--- src/rtl/wdg_pkg.sv ---
package wdg_pkg;
  // register bit positions (software-visible layout)
  localparam int unsigned BitEn   = 0;
  localparam int unsigned BitSts  = 1;
  localparam int unsigned BitOrd2 = 2;
  localparam int unsigned BitOrd1 = 3;
  localparam int unsigned PreLsb  = 5;
  localparam int unsigned PreW    = 3;

  // control -> datapath strobes
  typedef struct packed {
    logic clr;
    logic run;
  } cntCmd_t;
endpackage

--- src/rtl/wdg_count.sv ---
module wdg_count #(
  parameter int unsigned CNT_W      = 16,
  parameter int unsigned BASE_TICKS = 16
) (
  input  logic                    clk,
  input  logic                    rstN,
  input  wdg_pkg::cntCmd_t        cmd,
  input  logic                    tick,
  input  logic [wdg_pkg::PreW-1:0] pre,
  output logic                    expire
);
  logic [CNT_W-1:0] count;
  logic [CNT_W-1:0] limitM1;

  assign limitM1 = (CNT_W'(BASE_TICKS) << pre) - CNT_W'(1);
  // >= so a shorter prescale written mid-period still expires
  assign expire  = cmd.run & tick & (count >= limitM1);

  always_ff @(posedge clk) begin
    if (!rstN)                 count <= '0;
    else if (cmd.clr)          count <= '0;
    else if (cmd.run && tick)  count <= count + CNT_W'(1);
  end

  AST_IDLE_CNT_ZERO: assert property (@(posedge clk) disable iff (!rstN)
    !cmd.run |=> (count == '0));
endmodule

--- src/rtl/wdg_regs.sv ---
module wdg_regs #(
  parameter int unsigned        ADDR_W   = 8,
  parameter logic [ADDR_W-1:0]  REG_ADDR = 8'hC0
) (
  input  logic                     clk,
  input  logic                     rstN,
  input  logic [ADDR_W-1:0]        busAddr,
  input  logic                     busWrEn,
  input  logic                     busBitEn,
  input  logic [2:0]               busBitSel,
  input  logic                     busBitVal,
  input  logic [7:0]               busWrData,
  input  logic                     expire,
  output wdg_pkg::cntCmd_t         cmd,
  output logic [wdg_pkg::PreW-1:0] pre,
  output logic [7:0]               rdData,
  output logic                     resetReq
);
  import wdg_pkg::*;

  logic [PreW-1:0] preQ;
  logic ord1Q, stsQ, enQ, reqQ;
  logic [7:0] view, merged;
  logic hit, newEn, refresh, enRise, fire;

  always_comb begin
    view = 8'h00;
    view[PreLsb +: PreW] = preQ;
    view[BitOrd1] = ord1Q;
    view[BitSts]  = stsQ;
    view[BitEn]   = enQ;
  end

  always_comb begin
    merged = view;
    if (busBitEn) merged[busBitSel] = busBitVal;
    else          merged = busWrData;
  end

  assign hit     = busWrEn && (busAddr == REG_ADDR);
  assign newEn   = hit ? merged[BitEn] : enQ;
  assign refresh = hit && merged[BitOrd2] && ord1Q;
  assign enRise  = hit && merged[BitEn] && !enQ;
  assign fire    = expire && !refresh && newEn;

  assign cmd.run = enQ;
  assign cmd.clr = refresh | enRise | fire | ~enQ;

  always_ff @(posedge clk) begin
    if (!rstN) begin
      preQ  <= '0;
      ord1Q <= 1'b0;
      stsQ  <= 1'b0;
      enQ   <= 1'b0;
      reqQ  <= 1'b0;
    end else begin
      reqQ <= fire;
      if (fire) begin
        preQ  <= '0;
        ord1Q <= 1'b0;
        enQ   <= 1'b0;
        stsQ  <= 1'b1;
      end else if (hit) begin
        preQ  <= merged[PreLsb +: PreW];
        enQ   <= merged[BitEn];
        stsQ  <= stsQ & merged[BitSts];
        ord1Q <= refresh ? 1'b0 : merged[BitOrd1];
      end
    end
  end

  assign pre      = preQ;
  assign resetReq = reqQ;
  assign rdData   = (busAddr == REG_ADDR) ? view : 8'h00;

  AST_REQ_ONE_CYCLE: assert property (@(posedge clk) disable iff (!rstN)
    reqQ |=> !reqQ);
  AST_REQ_STATE: assert property (@(posedge clk) disable iff (!rstN)
    reqQ |-> (stsQ && !enQ && !ord1Q && preQ == '0));
  AST_STS_STICKY: assert property (@(posedge clk) disable iff (!rstN)
    (stsQ && !(hit && !merged[BitSts])) |=> stsQ);
  AST_REFRESH_BLOCKS: assert property (@(posedge clk) disable iff (!rstN)
    (hit && merged[BitOrd2] && ord1Q) |=> !reqQ);
  AST_OFF_QUIET: assert property (@(posedge clk) disable iff (!rstN)
    !enQ |=> !reqQ);
endmodule

--- src/rtl/wdg_timer.sv ---
module wdg_timer #(
  parameter int unsigned       ADDR_W     = 8,
  parameter logic [ADDR_W-1:0] REG_ADDR   = 8'hC0,
  parameter int unsigned       CNT_W      = 16,
  parameter int unsigned       BASE_TICKS = 16
) (
  input  logic              clk,
  input  logic              extRstN,
  input  logic              tick,
  input  logic [ADDR_W-1:0] busAddr,
  input  logic              busWrEn,
  input  logic              busBitEn,
  input  logic [2:0]        busBitSel,
  input  logic              busBitVal,
  input  logic [7:0]        busWrData,
  output logic [7:0]        busRdData,
  output logic              wdResetReq
);
  wdg_pkg::cntCmd_t          cmd;
  logic [wdg_pkg::PreW-1:0]  pre;
  logic                      expire;

  wdg_regs #(.ADDR_W(ADDR_W), .REG_ADDR(REG_ADDR)) uRegs (
    .clk(clk), .rstN(extRstN), .busAddr(busAddr), .busWrEn(busWrEn),
    .busBitEn(busBitEn), .busBitSel(busBitSel), .busBitVal(busBitVal),
    .busWrData(busWrData), .expire(expire), .cmd(cmd), .pre(pre),
    .rdData(busRdData), .resetReq(wdResetReq)
  );

  wdg_count #(.CNT_W(CNT_W), .BASE_TICKS(BASE_TICKS)) uCount (
    .clk(clk), .rstN(extRstN), .cmd(cmd), .tick(tick), .pre(pre),
    .expire(expire)
  );
endmodule

--- config.mk ---
export PLATFORM = sky130hd
export DESIGN_NAME = wdg_timer
export DESIGN_NICKNAME = d
export VERILOG_FILES = /design/src/rtl/wdg_pkg.sv /design/src/rtl/wdg_count.sv /design/src/rtl/wdg_regs.sv /design/src/rtl/wdg_timer.sv
export SDC_FILE = /design/constraint.sdc
export NUM_CORES = 1
export LEC_CHECK = 0
export ABC_CLOCK_PERIOD_IN_PS = 4200
export BUFFER_PORTS_ARGS = -buffer_cell sky130_fd_sc_hd__buf_4
export CAP_MARGIN = 20
export CORE_MARGIN = 2
export CORE_UTILIZATION = 56
export CTS_BUF_LIST = sky130_fd_sc_hd__clkbuf_2 sky130_fd_sc_hd__clkbuf_4 sky130_fd_sc_hd__clkbuf_8
export DETAILED_ROUTE_END_ITERATION = 8
export PLACE_DENSITY = 0.91
export SYNTH_ARGS = -nofsm -noshare
export SYNTH_HDL_FRONTEND = slang
export SYNTH_SLANG_ARGS = --single-unit
--- constraint.sdc ---
create_clock -name clk -period 4.2 [get_ports clk]
set_clock_uncertainty 0.15 [all_clocks]
set_input_delay 0.84 -clock clk [delete_from_list [all_inputs] [get_ports clk]]
set_output_delay 0.84 -clock clk [all_outputs]
set_load 0.02 [all_outputs]
=== Yosys cells after proc, flatten, opt, wreduce, memory -nomap -nowiden ===
Index checks and enable logic that the tools add are counted.

* Output and inout bits: 9
* Word-level logic and storage cells: 44
* ROM bits: 0
* Bits in latches: 0
* Register bits: 23
* Input port bits: 25
* Memories kept: 0
* RAM bits: 0

* Div/mod/pow operators: 0
* Shift-type cells: 1
* Bitwise gates (word level): 8
* Equal/unequal tests: 1
* Multiplexer cells: 9
* Reduce and logical (&&, ||, !) cells: 14
* $lt $le $gt $ge: 3
* Multiply operators: 0
* Add/subtract/negate cells: 2

{| class="wikitable"
|+ Operators by type and width
! kind !! number
|-
| 16-bit by 1-bit adder with 16-bit output, second input constant || 1
|-
| 16-bit >= comparator || 1
|-
| 8-bit two-way mux || 2
|-
| 5-bit by 3-bit left shift with 16-bit output, first input constant || 1
|-
| 16-bit by 1-bit subtractor with 16-bit output, second input constant || 1
|-
| 1-bit logical AND || 9
|-
| 8-bit bitwise mux || 1
|-
| 8-bit == test, second input constant || 1
|-
| 1-bit two-way mux || 5
|-
| 3-bit by 4-bit < comparator with 1-bit output, second input constant || 1
|-
| 2-bit OR reduction || 2
|-
| 1-bit bitwise AND || 3
|-
| 1-bit demux with 3-bit select || 1
|-
| 3-bit by 1-bit >= comparator with 1-bit output, second input constant || 1
|-
| 1-bit bitwise OR || 3
|-
| 1-bit zero test || 2
|-
| 1-bit inverter || 2
|-
| 2-bit nonzero test || 1
|}

=== Logic depth before layout (Yosys ltp) ===
Gate-level depths: netlist (run 1).

* Depth after elaboration: 14
* Depth in mapped cells: 9
* Depth with buffers taken out: 7

=== Hierarchy ===
A second synthesis (run 1) with hierarchy kept.

* Cell total of the unflattened synthesis: 200
* Area, all modules: 1,690.4 µm²

{| class="wikitable"
|+ By module, submodules not included
! module !! sequential area each (µm²) !! instances !! area an instance (µm²) !! cells each
|-
| wdg_count || 320.3 || 1 || 988.4 || 119
|-
| wdg_regs || 140.1 || 1 || 701.9 || 81
|}

=== Worst setup path after synthesis (run 1) ===
No wires, ideal clock.

* Kind: input to output
* Start: input busAddr[5]
* End: output busRdData[7]
* Cell stages on the path: 2
* Path buffers: 0
* Slack: 1.650 ns
* Data arrival time: 1.560 ns
* Data required time: 3.210 ns
* Cells stage by stage: nor4_4 > and3_1

* Cells in the longest elaborated chain, start to end: 2

{| class="wikitable"
|+ RTL lines
! what !! RTL line !! source
|-
| start: declaration || wdg_timer.sv:10 || <nowiki>input logic [ADDR_W-1:0] busAddr,</nowiki>
|-
| 8-bit == test || wdg_regs.sv:74 || <nowiki>assign rdData = (busAddr == REG_ADDR) ? view : 8'h00;</nowiki>
|-
| 8-bit two-way mux || wdg_regs.sv:74 ||
|-
| end: declaration || wdg_timer.sv:16 || <nowiki>output logic [7:0] busRdData,</nowiki>
|}

Every way passes these cells.

=== Worst setup path after layout (run 1) ===
* Start: input busAddr[5]
* End: output busRdData[5]

Same word-level chain as after synthesis.

==> results.md, run 1 <==
- Summing the sequential cell areas from Yosys gives 27.52% of the chip area.
- The number of warnings printed during yosys synthesis is 0.
- The worst pin sits at a relative slew slack of 35.70%.
- Data on the critical path arrives at its endpoint at 1.80 ns.
- Power spread over the standard cell area amounts to 197.0 nW/µm².
- The number of antenna diodes in the final layout is 0.
- The number of cells upsized or downsized after cts is 0.
- Setup total negative slack on the finished layout was measured at 0 ns.
- The flow ran to the end, and the final reports show no timing, DRC or antenna violations.
- The core footprint is 2805 µm².
- The switching component of the power is 0.09503 mW.
- The most numerous cell type found on the critical path is sky130_fd_sc_hd__buf_4.
- Entering global routing, the biggest net connects 21 pins.
- The first-iteration detailed-routing DRC count is 33.
- The initial antenna violation count was 0.
- The final estimated routing congestion in global placement is between 0.8 and 0.9.
- On the worst path, the slowest cell contributes a delay of ~0.46 ns.
- The design internal power is roughly 0.28 mW.
- The die covers 3440 µm².
- The worst setup path is of the primary input to output pin kind.
- The signal on the critical path passes through buf_4 > nor4_4 > and3_2 > buf_4.
- The total overflow left after global routing is 0.
- The die is 58.66 µm tall.
- The number of instances in the placed design is 241.
- The sink count of the clock tree is 23.
- Setup repair after global routing left no endpoint under its margin.
- The area growth from synthesis to layout is 12.79%.
- The horizontal die dimension is 58.66 µm.
- The startpoint kind of the worst setup timing path is a primary input.
- The final count of pins violating max slew was 0.
- In this run the number of H-tree levels came out at 1.
- The worst path needs 2.789 ns of the cycle, external delays included.
- Of the total power, the share spent switching nets is about 26%.
- IR analysis of the VDD net gives a maximum drop of approximately 0.000099 V.
- The number of DRC violations after detailed routing is 0.
- The maximum fanout along the worst path is 8.
- After clock tree synthesis, the flow added hold-fix buffers numbering 0.
- The number of global-route vias before repair is 1270.
- Input and output buffers added on the ports amount to 30.
- The final layout contains routed wiring with a total length of 3248 µm.
- Setup violations remaining at the end of the flow were counted as 0.
- TritonCTS created 3 clock buffers.
- The final clock period utilization by the worst path is approximately two thirds.
- The timing-limited maximum frequency is 0.3586 GHz.
- The number of non-filler instances in the completed layout is 245.
- The slew at the pin closest to its max-slew limit is 0.9645 ns.
- The master cell of the clock root buffer is sky130_fd_sc_hd__clkbuf_4.
- The routed via count divided by cell count is 5.833.
- The clock network fraction of design power is 29.7%.
- STA puts the critical path data required time at ~3.2 ns.
- The fraction of registers with async set/reset is 0%.
- The slowest stage of the critical path belongs to the cell sky130_fd_sc_hd__nor4_4.
- The wire-length estimate of the detail-placed layout is 2487 µm.
- Of the total power, registers draw approximately 59%.
- For this run, the leading register cell type out of synthesis is sky130_fd_sc_hd__dfxtp_1.
- After synthesis, the cell types taking the most area are sky130_fd_sc_hd__dfxtp_1, sky130_fd_sc_hd__ha_1, sky130_fd_sc_hd__nor3_2.
- The residual antenna-violating net count after detailed routing is 0.
- After technology mapping, the gate count stands at 190.
- In this run the static leakage power is 0.6639 nW.
- In the final layout, the share of cells above drive strength 1 is 28.50%.
- The number of failing hold endpoints at the final stage was 0.
- The largest area contributor in the netlist is sky130_fd_sc_hd__dfxtp_1.
- The maximum buffer depth of the clock tree is 2.
- The number of flops mapped to enable cells by yosys is 0.
- After synthesis, the netlist uses 50 different library cells.
- The post-synthesis cell area is 1673 µm².
- The number of max-cap violations is 0.
- The clock transition at the registers of the reported paths is 0.13 ns.
- Combinational logic is responsible for 11.6% of the overall power.
- The TritonCTS clock tree is built.
- The number of cell rows is 19.
- The area share of the largest cell type after synthesis is 27.52%.
- The all-layer global routing usage is 20.71%.
- The final layout contains ~250 nets.
- The number of cells traversed by the worst hold path is 1.
- The kind of end point of the critical path is an output pin.
- In this run the worst hold path is classified as register to register.
- The number of synthesized register bits is 23.
- The average size of a mapped cell is 8.804 µm².
- Clock latency on the worst-skew pair, taken at its later pin, is 0.33 ns.
- The number of detailed-routing iterations run before antenna repair is 4.
- Summing all non-filler instances in the final layout gives an area of 1887 µm².
- The starting density of the core is 59.63%.
- The first-pass GRT wire length is 5575 µm.
- The cell area after placement is around 1900 µm².
- The detailed router placed 1429 vias in this run.
- During I/O placement, the number of pins put on the boundary was 34.
- The number of buffers inserted by post-CTS setup repair is 0.
- Measured in cells, the most critical reg-to-reg path has a length of 7.
- After detailed routing, the average wire length per cell comes to 13.26 µm.
-- worst max-delay path: cells and delay by family --
family / cells / cell delay, ns
AND/OR/NAND/NOR: 2 / 0.70
buffers and inverters: 2 / 0.25
-- cells in the final DEF (no fill, tap or decap), drive strengths merged, types with 2 or more instances in the layout --
master and instances:
xnor2 9, and2 2, a31o 2, clkbuf 3, nor2b 5, inv 3, a211oi 3, buf 30
and3 9, a31oi 2, nand4 8, dfxtp 23, nand2 13, nor3 22, and4 3, xor2 6
nor3b 2, a21oi 13, nor2 11, nand3 8, ha 9, nor4 2, conb 3, o21ai 10
-- power groups by stage --
stage / clock (mW) / combinational, mW / sequential (mW)
3_5_place_dp: 0 / 0.0428 / 0.223
6_report: 0.110 / 0.0430 / 0.218
5_1_grt: 0.121 / 0.0472 / 0.219
3_3_place_gp: 0 / 0.0424 / 0.223
4_1_cts: 0.111 / 0.0430 / 0.218
2_1_floorplan: 0 / 0.0236 / 0.223
-- cell usage after synthesis (2+ instances only) --
| library cell | n |
|---|---|
| sky130_fd_sc_hd__inv_1 | 3 |
| sky130_fd_sc_hd__nand2_1 | 12 |
| sky130_fd_sc_hd__a21oi_2 | 2 |
| sky130_fd_sc_hd__xor2_1 | 6 |
| sky130_fd_sc_hd__and4_1 | 3 |
| sky130_fd_sc_hd__a211oi_2 | 2 |
| sky130_fd_sc_hd__and3_1 | 4 |
| sky130_fd_sc_hd__nor3_1 | 11 |
| sky130_fd_sc_hd__dfxtp_1 | 23 |
| sky130_fd_sc_hd__buf_4 | 2 |
| sky130_fd_sc_hd__buf_6 | 2 |
| sky130_fd_sc_hd__o21ai_0 | 4 |
| sky130_fd_sc_hd__ha_1 | 9 |
| sky130_fd_sc_hd__nor3_2 | 11 |
| sky130_fd_sc_hd__clkbuf_1 | 2 |
| sky130_fd_sc_hd__nand4_1 | 8 |
| sky130_fd_sc_hd__and3_2 | 5 |
| sky130_fd_sc_hd__conb_1 | 2 |
| sky130_fd_sc_hd__buf_2 | 3 |
| sky130_fd_sc_hd__and2_1 | 2 |
| sky130_fd_sc_hd__nor3b_1 | 2 |
| sky130_fd_sc_hd__nand3_1 | 7 |
| sky130_fd_sc_hd__nor2_1 | 11 |
| sky130_fd_sc_hd__nor2b_1 | 4 |
| sky130_fd_sc_hd__a21oi_1 | 11 |
| sky130_fd_sc_hd__xnor2_1 | 9 |
| sky130_fd_sc_hd__o21ai_1 | 6 |
| sky130_fd_sc_hd__a31o_1 | 2 |
-- per-stage QoR --
step                total power, mW  worst slack, ns  util, %  hold WS, ns
detailed placement           0.2660            1.410    66.19       0.3396
finish                       0.3717            1.411    67.26       0.3717
global placement             0.2655            1.423    66.19       0.3359
floorplan                    0.2467            1.650        -       0.3104
global route                 0.3870            1.328    67.26       0.3774
CTS                          0.3725            1.410    67.26       0.3700
-- flip-flops by register name, summed over array words and instances (netlist names) --
register and flops:
uCount.count 16, uRegs.pre 3, uRegs.enQ 1, uRegs.ord1Q 1
uRegs.resetReq 1, uRegs.stsQ 1
-- layer usage --
metal	track usage [%]	part of all wire [%]	routed length [µm]
met1	27.38	49	1576
met2	34.51	48	1544
met3	2.637	2.3	74
met4	7.792	1.6	51
met5	0	0	0
-- cell families after synthesis --
kind of cell             after synthesis  synth area share [%]
AND/OR/NAND/NOR                       90                 36.05
AO/OA/AOI/OAI                         36                 15.11
flip-flops                            23                 27.52
XOR/XNOR                              15                 7.854
buffers and inverters                 14                 5.684
adder cells (fa/ha/maj)                9                 6.732
other                                  2                0.4489
multiplexers                           1                0.5984
-- path summary, 6_finish.rpt --
path                              startpoint               to  slack, ns
worst min register to register    uRegs.stsQ       uRegs.stsQ       0.37
worst max register to register  uRegs.pre[2]  uCount.count[0]       1.59
worst max-delay path              busAddr[5]     busRdData[5]       1.41
worst min-delay path              uRegs.stsQ       uRegs.stsQ       0.37
-- final cells by class --
class | count | area [µm²]
clock inverter | 1 | 7.507
timing repair buffer | 30 | 225.2
sequential | 23 | 460.4
inverter | 3 | 11.26
fill | 238 | 918.4
clock buffer | 3 | 22.52
tap | 31 | 38.79
multi-input combinational | 154 | 1121
Note: power is estimated with default switching activity, not from simulation.
==> inputs of run 2 (changes only) <==
Settings changed: ABC_CLOCK_PERIOD_IN_PS 4200 to 2350, CORE_UTILIZATION 56 to 51, PLACE_DENSITY 0.91 to 0.88.
Clock period 4.2 ns to 2.35 ns, I/O delays scaled along.
==> run 2 against run 1 <==
  * Register-to-register slack got worse by 1.5 ns
  * Highest routed layer unchanged
  * Setup slack worse by 1.3 ns
  * Flip-flop and latch count did not move
  * Clock power up 73%
  * Cell count up 9.4%
  * First-iteration DRC count rose by 33%
  * Utilization down 1.8 points
  * Routed wire length up 8.5%
  * Cell area up 6.8%
==> results.md, run 2 (synthesis gave the netlist of run 1 again) <==
- The ratio of total power to cell area is 327.2 nW/µm² (+66%).
- The number of diodes added for antenna fixing is 0 (unchanged).
- The maximum fanout along the worst path is 7 (-1).
- The total of hold buffers inserted after clock tree synthesis came to 0 (unchanged).
- The depth of the CTS H-tree is 1 (unchanged).
- The slew at the pin closest to its max-slew limit is 0.5597 ns (-0.4047 ns).
- The first-pass GRT wire length is 5975 µm (+7.2%).
- The final net count is 259 (+4.0%).
- Setup repair after global routing left no endpoint under its margin.
- The worst setup path is launched from a register.
- The remaining global-route overflow was 0 (unchanged).
- The startpoint-to-endpoint class of the critical path is register to register.
- The final count of pins violating max slew came to 0 (unchanged).
- The average detailed-routed wire length per instance came to 13.15 µm (-0.81%).
- The number of CTS-inserted buffers came to 3 (unchanged).
- The worst slack on hold paths is 0.2582 ns (-0.1135 ns).
- After layout, the minimum clock period comes to 2.238 ns.
- The number of failing hold endpoints at the final stage came to 0 (unchanged).
- The normalized max-slew margin is 62.60% (+27 points).
- Derived from the worst setup path, the maximum achievable clock frequency is 0.4468 GHz.
- The post-layout worst setup margin is 0.1117 ns (-1.300 ns).
- The horizontal die dimension is 61.27 µm (+4.5%).
- The number of fill cells is 281 (+18%).
- The routed via count divided by cell count is 5.567 (-4.6%).
- The library cells used most frequently in the layout, excluding fill and tap cells, are sky130_fd_sc_hd__buf_4, sky130_fd_sc_hd__dfxtp_1, sky130_fd_sc_hd__nor3_2, sky130_fd_sc_hd__nand2_1.
- The maximum buffer depth of the clock tree came to 2 (unchanged).
- The largest net degree at the start of global routing came to 21 (unchanged).
- The worst min-delay path category is primary input to register.
- The total routed wirelength is 3524 µm (+8.5%).
- The number of flip-flops under the largest register name is 16 (unchanged).
- The initial antenna violation count is 0 (unchanged).
- The residual antenna-violating net count after detailed routing is 0 (unchanged).
- The data arrival time at the worst-slack endpoint is 2.31 ns (+0.51 ns).
- The overall via count from detail_route came to 1492 (+4.4%).
- The fraction of final layout cells with drive strength greater than 1 came to 33.93% (+5.4 points).
- The insertion delay of the later-clocked pin in the worst-skew pair is 0.32 ns (about the same).
- The final clock period utilization by the worst path is around 95%.
- TritonCTS built the clock tree.
- The number of cell rows is 20 (+1).
- The peak supply drop was 0.0002060 V (+110%).
- The number of primary I/O pins is 34 (unchanged).
- The final estimated routing congestion in global placement is 0.8288 (-2.2%).
- The number of max-cap violations is 0 (unchanged).
- The required time of the critical path is 2.42 ns (-0.79 ns).
- The kind of end point of the critical path is a register.
- The sink count of the clock tree was 23 (unchanged).
- The overall die area is 3754 µm² (+9.1%).
- The first-iteration detailed-routing DRC count is 44 (+33%).
- The overall power after layout is 0.6590 mW (+77%).
- Ranked by flip-flop count, first place goes to uCount.count.
- The number of DRC violations after detailed routing is 0 (unchanged).
- The flow ran to the end, and the final reports show no timing, DRC or antenna violations.
- The final setup violation count was 0 (unchanged).
- The number of global-route vias before repair is 1393 (+9.7%).
- The area growth from synthesis to layout is 20.42%.
- The number of detailed-routing iterations run before antenna repair is 4 (unchanged).
- The chip height is 61.27 µm (+4.5%).
- The all-layer global routing usage was 21.16% (+0.46 points).
- The number of buffers inserted by port buffering is 30 (unchanged).
- The clock transition at the registers of the reported paths is 0.13 ns (about the same).
- The starting density of the core was 54.35% (-5.3 points).
- The static power due to leakage is 0.7280 nW (+9.7%).
- The tree is rooted in a sky130_fd_sc_hd__clkbuf_4.
- The post-placement worst setup slack is -0.1557 ns (-1.565 ns).
- The most frequent standard cell in the layout excluding fill and tap cells is sky130_fd_sc_hd__buf_4.
- The detailed placement HPWL is 2778 µm (+12%).
- The core footprint is 3078 µm² (+9.7%).
run 2: final timing paths:
path           startpoint           end  slack (ns)  cells past startpoint
max reg2reg  uRegs.pre[1]    uRegs.stsQ        0.11                      9
min reg2reg    uRegs.stsQ    uRegs.stsQ        0.40                      1
max          uRegs.pre[1]    uRegs.stsQ        0.11                      9
min               extRstN  uRegs.pre[2]        0.26                      3
run 2: repair_timing:
item                       CTS  global route
buffers inserted             0             0
gates resized for setup      3             6
setup endpoints to repair   16            22
pin swaps                    1             4
run 2: layout make-up:
| type | count | area (µm²) | area share, % |
|---|---|---|---|
| repair buffers | 40 | 300.3 | 14.91 |
| multi-input cells | 154 | 1155 | 57.33 |
| clock inverters | 1 | 5.005 | 0.2484 |
| clock buffers | 3 | 22.52 | 1.118 |
| flip-flops and latches | 23 | 465.4 | 23.11 |
| inverters | 3 | 11.26 | 0.5590 |
| well taps | 44 | 55.05 | 2.733 |
run 2: worst max-delay path, stage by stage, from the launching register on:
cell,delay (ns)
sky130_fd_sc_hd__dfxtp_4,0.37
sky130_fd_sc_hd__buf_4,0.13
sky130_fd_sc_hd__nor2_2,0.10
sky130_fd_sc_hd__ha_1,0.26
sky130_fd_sc_hd__a21oi_2,0.13
sky130_fd_sc_hd__and4b_1,0.23
sky130_fd_sc_hd__a211oi_4,0.26
sky130_fd_sc_hd__buf_4,0.18
sky130_fd_sc_hd__a21oi_4,0.08
sky130_fd_sc_hd__a32o_1,0.24
run 2: per-layer routing:
metal | vias to the layer above | track usage [%] | part of all wire [%]
met5 | - | 0 | 0
met4 | 0 | 7.764 | 1.2
met3 | 4 | 2.731 | 2.6
met2 | 30 | 37.54 | 51
met1 | 695 | 26.03 | 45
li1 | 763 | - | -
run 2: metrics by stage:
| step | cells | utilization [%] | setup TNS [ns] | area [µm²] |
|---|---|---|---|---|
| floorplan | 191 | - | 0 | 1677 |
| global placement | 264 | 63.29 | -0.4790 | 1948 |
| detailed placement | 264 | 63.29 | -1.735 | 1948 |
| CTS | 268 | 64.84 | 0 | 1996 |
| global route | 268 | 65.45 | 0 | 2014 |
| finish | 268 | 65.45 | 0 | 2014 |
run 2: power breakdown:
part           switching, mW  internal (mW)
clock                  0.126         0.0638
combinational         0.0389         0.0409
sequential          0.000173          0.389
total                  0.166          0.493
==> inputs of run 3 (changes only) <==
Settings changed: CELL_PAD_IN_SITES_DETAIL_PLACEMENT set to 1, CELL_PAD_IN_SITES_GLOBAL_PLACEMENT set to 1, CORE_UTILIZATION 51 to 38, SLEW_MARGIN set to 25.
==> run 3 against run 2 <==
  * Clock power grew 37%
  * Non-clock buffer count grew 4
  * Routed wire length rose by 29%
  * Via count up 5.5%
  * Global-route usage is 3.4 points lower
  * First-iteration DRC count is 25% higher
  * Setup slack got worse by 0.069 ns
  * Utilization shrank 16 points
  * Power up 11%
  * Fmax fell by 3.0%
  * Critical path depth increased by 1
  * Worst hold slack better by 0.079 ns
  * Highest routed layer unchanged
==> results.md, run 3 (synthesis gave the netlist of run 1 again) <==
- The maximum buffer depth of the clock tree is 2 (unchanged).
- The starting density of the core was 38.96% (-15 points).
- The worst reg2reg path depth is 10 (+1).
- The most repeated library cell on the critical path is sky130_fd_sc_hd__buf_4.
- The total routed wirelength is 4548 µm (+29%).
- The overall die area is 4949 µm² (+32%).
- The startpoint identified for the worst register-to-register timing path is uRegs.pre[1].
- The number of buffers inserted by port buffering is 30 (unchanged).
- The first-pass GRT wire length is 7182 µm (+20%).
- The design internal power is 0.5469 mW (+11%).
- The library cells used most frequently in the layout, excluding fill and tap cells, are sky130_fd_sc_hd__buf_4, sky130_fd_sc_hd__dfxtp_1, sky130_fd_sc_hd__nor3_2, sky130_fd_sc_hd__nand2_1.
- The internal reg-to-reg setup slack was 0.04 ns (-0.07 ns).
- The sink count of the clock tree is 23 (unchanged).
- The fraction of final layout cells with drive strength greater than 1 was 36.84% (+2.9 points).
- The proportion of total power due to net switching is 25.03% (-0.096 points).
- The number of global-route vias before repair came to 1610 (+16%).
- The startpoint-to-endpoint class of the critical path is register to register.
- TritonCTS built the clock tree.
- The initial antenna violation count came to 0 (unchanged).
- The number of primary I/O pins came to 34 (unchanged).
- The chip height came to 70.35 µm (+15%).
- The depth of the CTS H-tree is 1 (unchanged).
- Clock tree synthesis selected as its root buffer the cell sky130_fd_sc_hd__clkbuf_8.
- The sequential share of power is 53.1% (-5.9 points).
- The number of max-cap violations came to 0 (unchanged).
- The startpoint kind of the worst setup timing path is a register.
- The clock transition at the registers of the reported paths is 0.09 ns (-0.04 ns).
- The timing-limited maximum frequency came to 0.4333 GHz (-3.0%).
- STA classifies the critical path endpoint as a register.
- The required time of the critical path is 2.40 ns (-0.02 ns).
- The final clock period utilization by the worst path is 98.20% (+3.0 points).
- The final count of pins violating max slew is 0 (unchanged).
- The post-placement worst setup slack came to -0.1963 ns (-0.04053 ns).
- The number of diodes added for antenna fixing is 0 (unchanged).
- The number of DRC violations after detailed routing is 0 (unchanged).
- The logic gate share of total power is 11.3% (-0.8 points).
- The core footprint is 4294 µm² (+40%).
- The final setup violation count is 0 (unchanged).
- The longest individual stage delay on the worst path is 0.37 ns (about the same).
- The endpoint identified for the worst register-to-register timing path is uCount.count[0].
- The worst hold path belongs to the class primary input to register.
- The peak supply drop is 0.0001789 V (-13%).
- The final critical delay including setup and external delays is 2.308 ns (+0.06943 ns).
- The final net count is 263 (+1.5%).
- The run finished with clean final reports.
- The overall via count from detail_route was 1574 (+5.5%).
- The signal on the critical path passes through buf_4 > nor3_2 > ha_1 > nand4_1 > o21ai_1 > a211oi_4 > buf_4 > a21oi_4 > buf_4 > nor3_1.
- In this run the most critical hold path is launched from extRstN.
- The clock network fraction of design power is 35.6% (+6.7 points).
- The ratio of total power to cell area is 345.0 nW/µm² (+5.4%).
- The residual antenna-violating net count after detailed routing came to 0 (unchanged).
- The number of flip-flops under the largest register name is 16 (unchanged).
- Relative to the synthesized area, the layout overhead comes to 26.40%.
- The number of detailed-routing iterations run before antenna repair is 4 (unchanged).
- The average detailed-routed wire length per instance is 16.24 µm (+24%).
- The register bank with the most flops is uCount.count.
- The number of failing hold endpoints at the final stage came to 0 (unchanged).
- The insertion delay of the later-clocked pin in the worst-skew pair was 0.27 ns (-0.05 ns).
- The final estimated routing congestion in global placement is 0.7494 (-9.6%).
- The most frequent standard cell in the layout excluding fill and tap cells is sky130_fd_sc_hd__buf_4.
- The data arrival time at the worst-slack endpoint is 2.36 ns (+0.05 ns).
- The horizontal die dimension is 70.35 µm (+15%).
- The largest net degree at the start of global routing came to 21 (unchanged).
- The first-iteration detailed-routing DRC count is 55 (+25%).
- The maximum fanout along the worst path came to 5 (-2).
- The post-layout worst setup margin is 0.04222 ns (-0.06943 ns).
- The static power due to leakage is 0.7655 nW (+5.2%).
- The number of CTS-inserted buffers is 3 (unchanged).
- The utilization of the core after routing is 49.24% (-16 points).
- The path with the worst hold slack has its endpoint at uRegs.stsQ.
- The number of fill cells is 513 (+83%).
- The switching component of the power is 0.1826 mW (+10%).
- The all-layer global routing usage came to 17.74% (-3.4 points).
- The number of cell rows was 24 (+20%).
- The slowest library cell on the worst path is sky130_fd_sc_hd__dfxtp_4.
- The number of cells traversed by the worst hold path is 2 (-1).
- The detailed placement HPWL is 3208 µm (+15%).
- The routed via count divided by cell count is 5.621 (+0.97%).
- The remaining global-route overflow is 0 (unchanged).
-- run 3: layout make-up --
class / instances / area (µm²) / share of cell area (%)
clock buffers: 3 / 41.29 / 1.953
repair buffers: 44 / 342.8 / 16.21
well taps: 52 / 65.06 / 3.077
clock inverters: 1 / 5.005 / 0.2367
multi-input cells: 154 / 1180 / 55.80
inverters: 3 / 11.26 / 0.5325
flip-flops and latches: 23 / 469.2 / 22.19
-- run 3: layer usage --
metal	part of all wire, %	track usage [%]	vias to the layer above
met1	42	21.55	761
li1	-	-	770
met4	3.0	5.556	0
met2	53	32.49	30
met5	0	0	-
met3	2.3	1.732	13
-- run 3: what timing repair did --
| action | in CTS | in global routing |
|---|---|---|
| hold buffers | 0 | 0 |
| resized for setup | 4 | 13 |
| pin swaps | 2 | 4 |
| endpoints found under the setup margin | 18 | 23 |
| cloned | 0 | 0 |
| buffers inserted | 0 | 4 |
-- run 3: worst max-delay path by stage --
stage,startpoint,endpoint,slack [ns]
finish,uRegs.pre[1],uCount.count[0],0.04
global route,uRegs.pre[1],uCount.count[8],-0.05
CTS,uRegs.pre[1],uRegs.ord1Q,0.007
detailed placement,uRegs.pre[2],uCount.count[0],-0.20
global placement,uRegs.pre[1],uCount.count[5],-0.10
floorplan,uRegs.pre[2],uCount.count[10],0.15
-- run 3: worst max-delay path, delay by kind of cell (launching register included) --
family | cells | cell delay (ns)
AO/OA/AOI/OAI | 3 | 0.49
adder cells (fa/ha/maj) | 1 | 0.27
buffers and inverters | 3 | 0.49
flip-flops | 1 | 0.37
AND/OR/NAND/NOR | 3 | 0.46
-- run 3: through the flow --
stage / power, mW / instances / instance area [µm²] / hold WS (ns) / setup TNS [ns]
2_1_floorplan: 0.4409 / 191 / 1677 / 0.3104 / 0
3_3_place_gp: 0.4763 / 272 / 1958 / 0.3314 / -1.317
3_5_place_dp: 0.4782 / 272 / 1958 / 0.3594 / -2.642
4_1_cts: 0.7355 / 276 / 2026 / 0.3288 / 0
5_1_grt: 0.7568 / 280 / 2115 / 0.3476 / -0.2989
6_report: 0.7294 / 280 / 2115 / 0.3369 / 0
-- run 3: power groups by stage --
stage / registers (mW) / logic [mW] / clock network (mW)
after floorplan: 0.399 / 0.0421 / 0
after global placement: 0.399 / 0.0775 / 0
after detailed placement: 0.399 / 0.0794 / 0
after CTS: 0.390 / 0.0811 / 0.265
after global routing: 0.387 / 0.0887 / 0.281
final: 0.387 / 0.0825 / 0.260
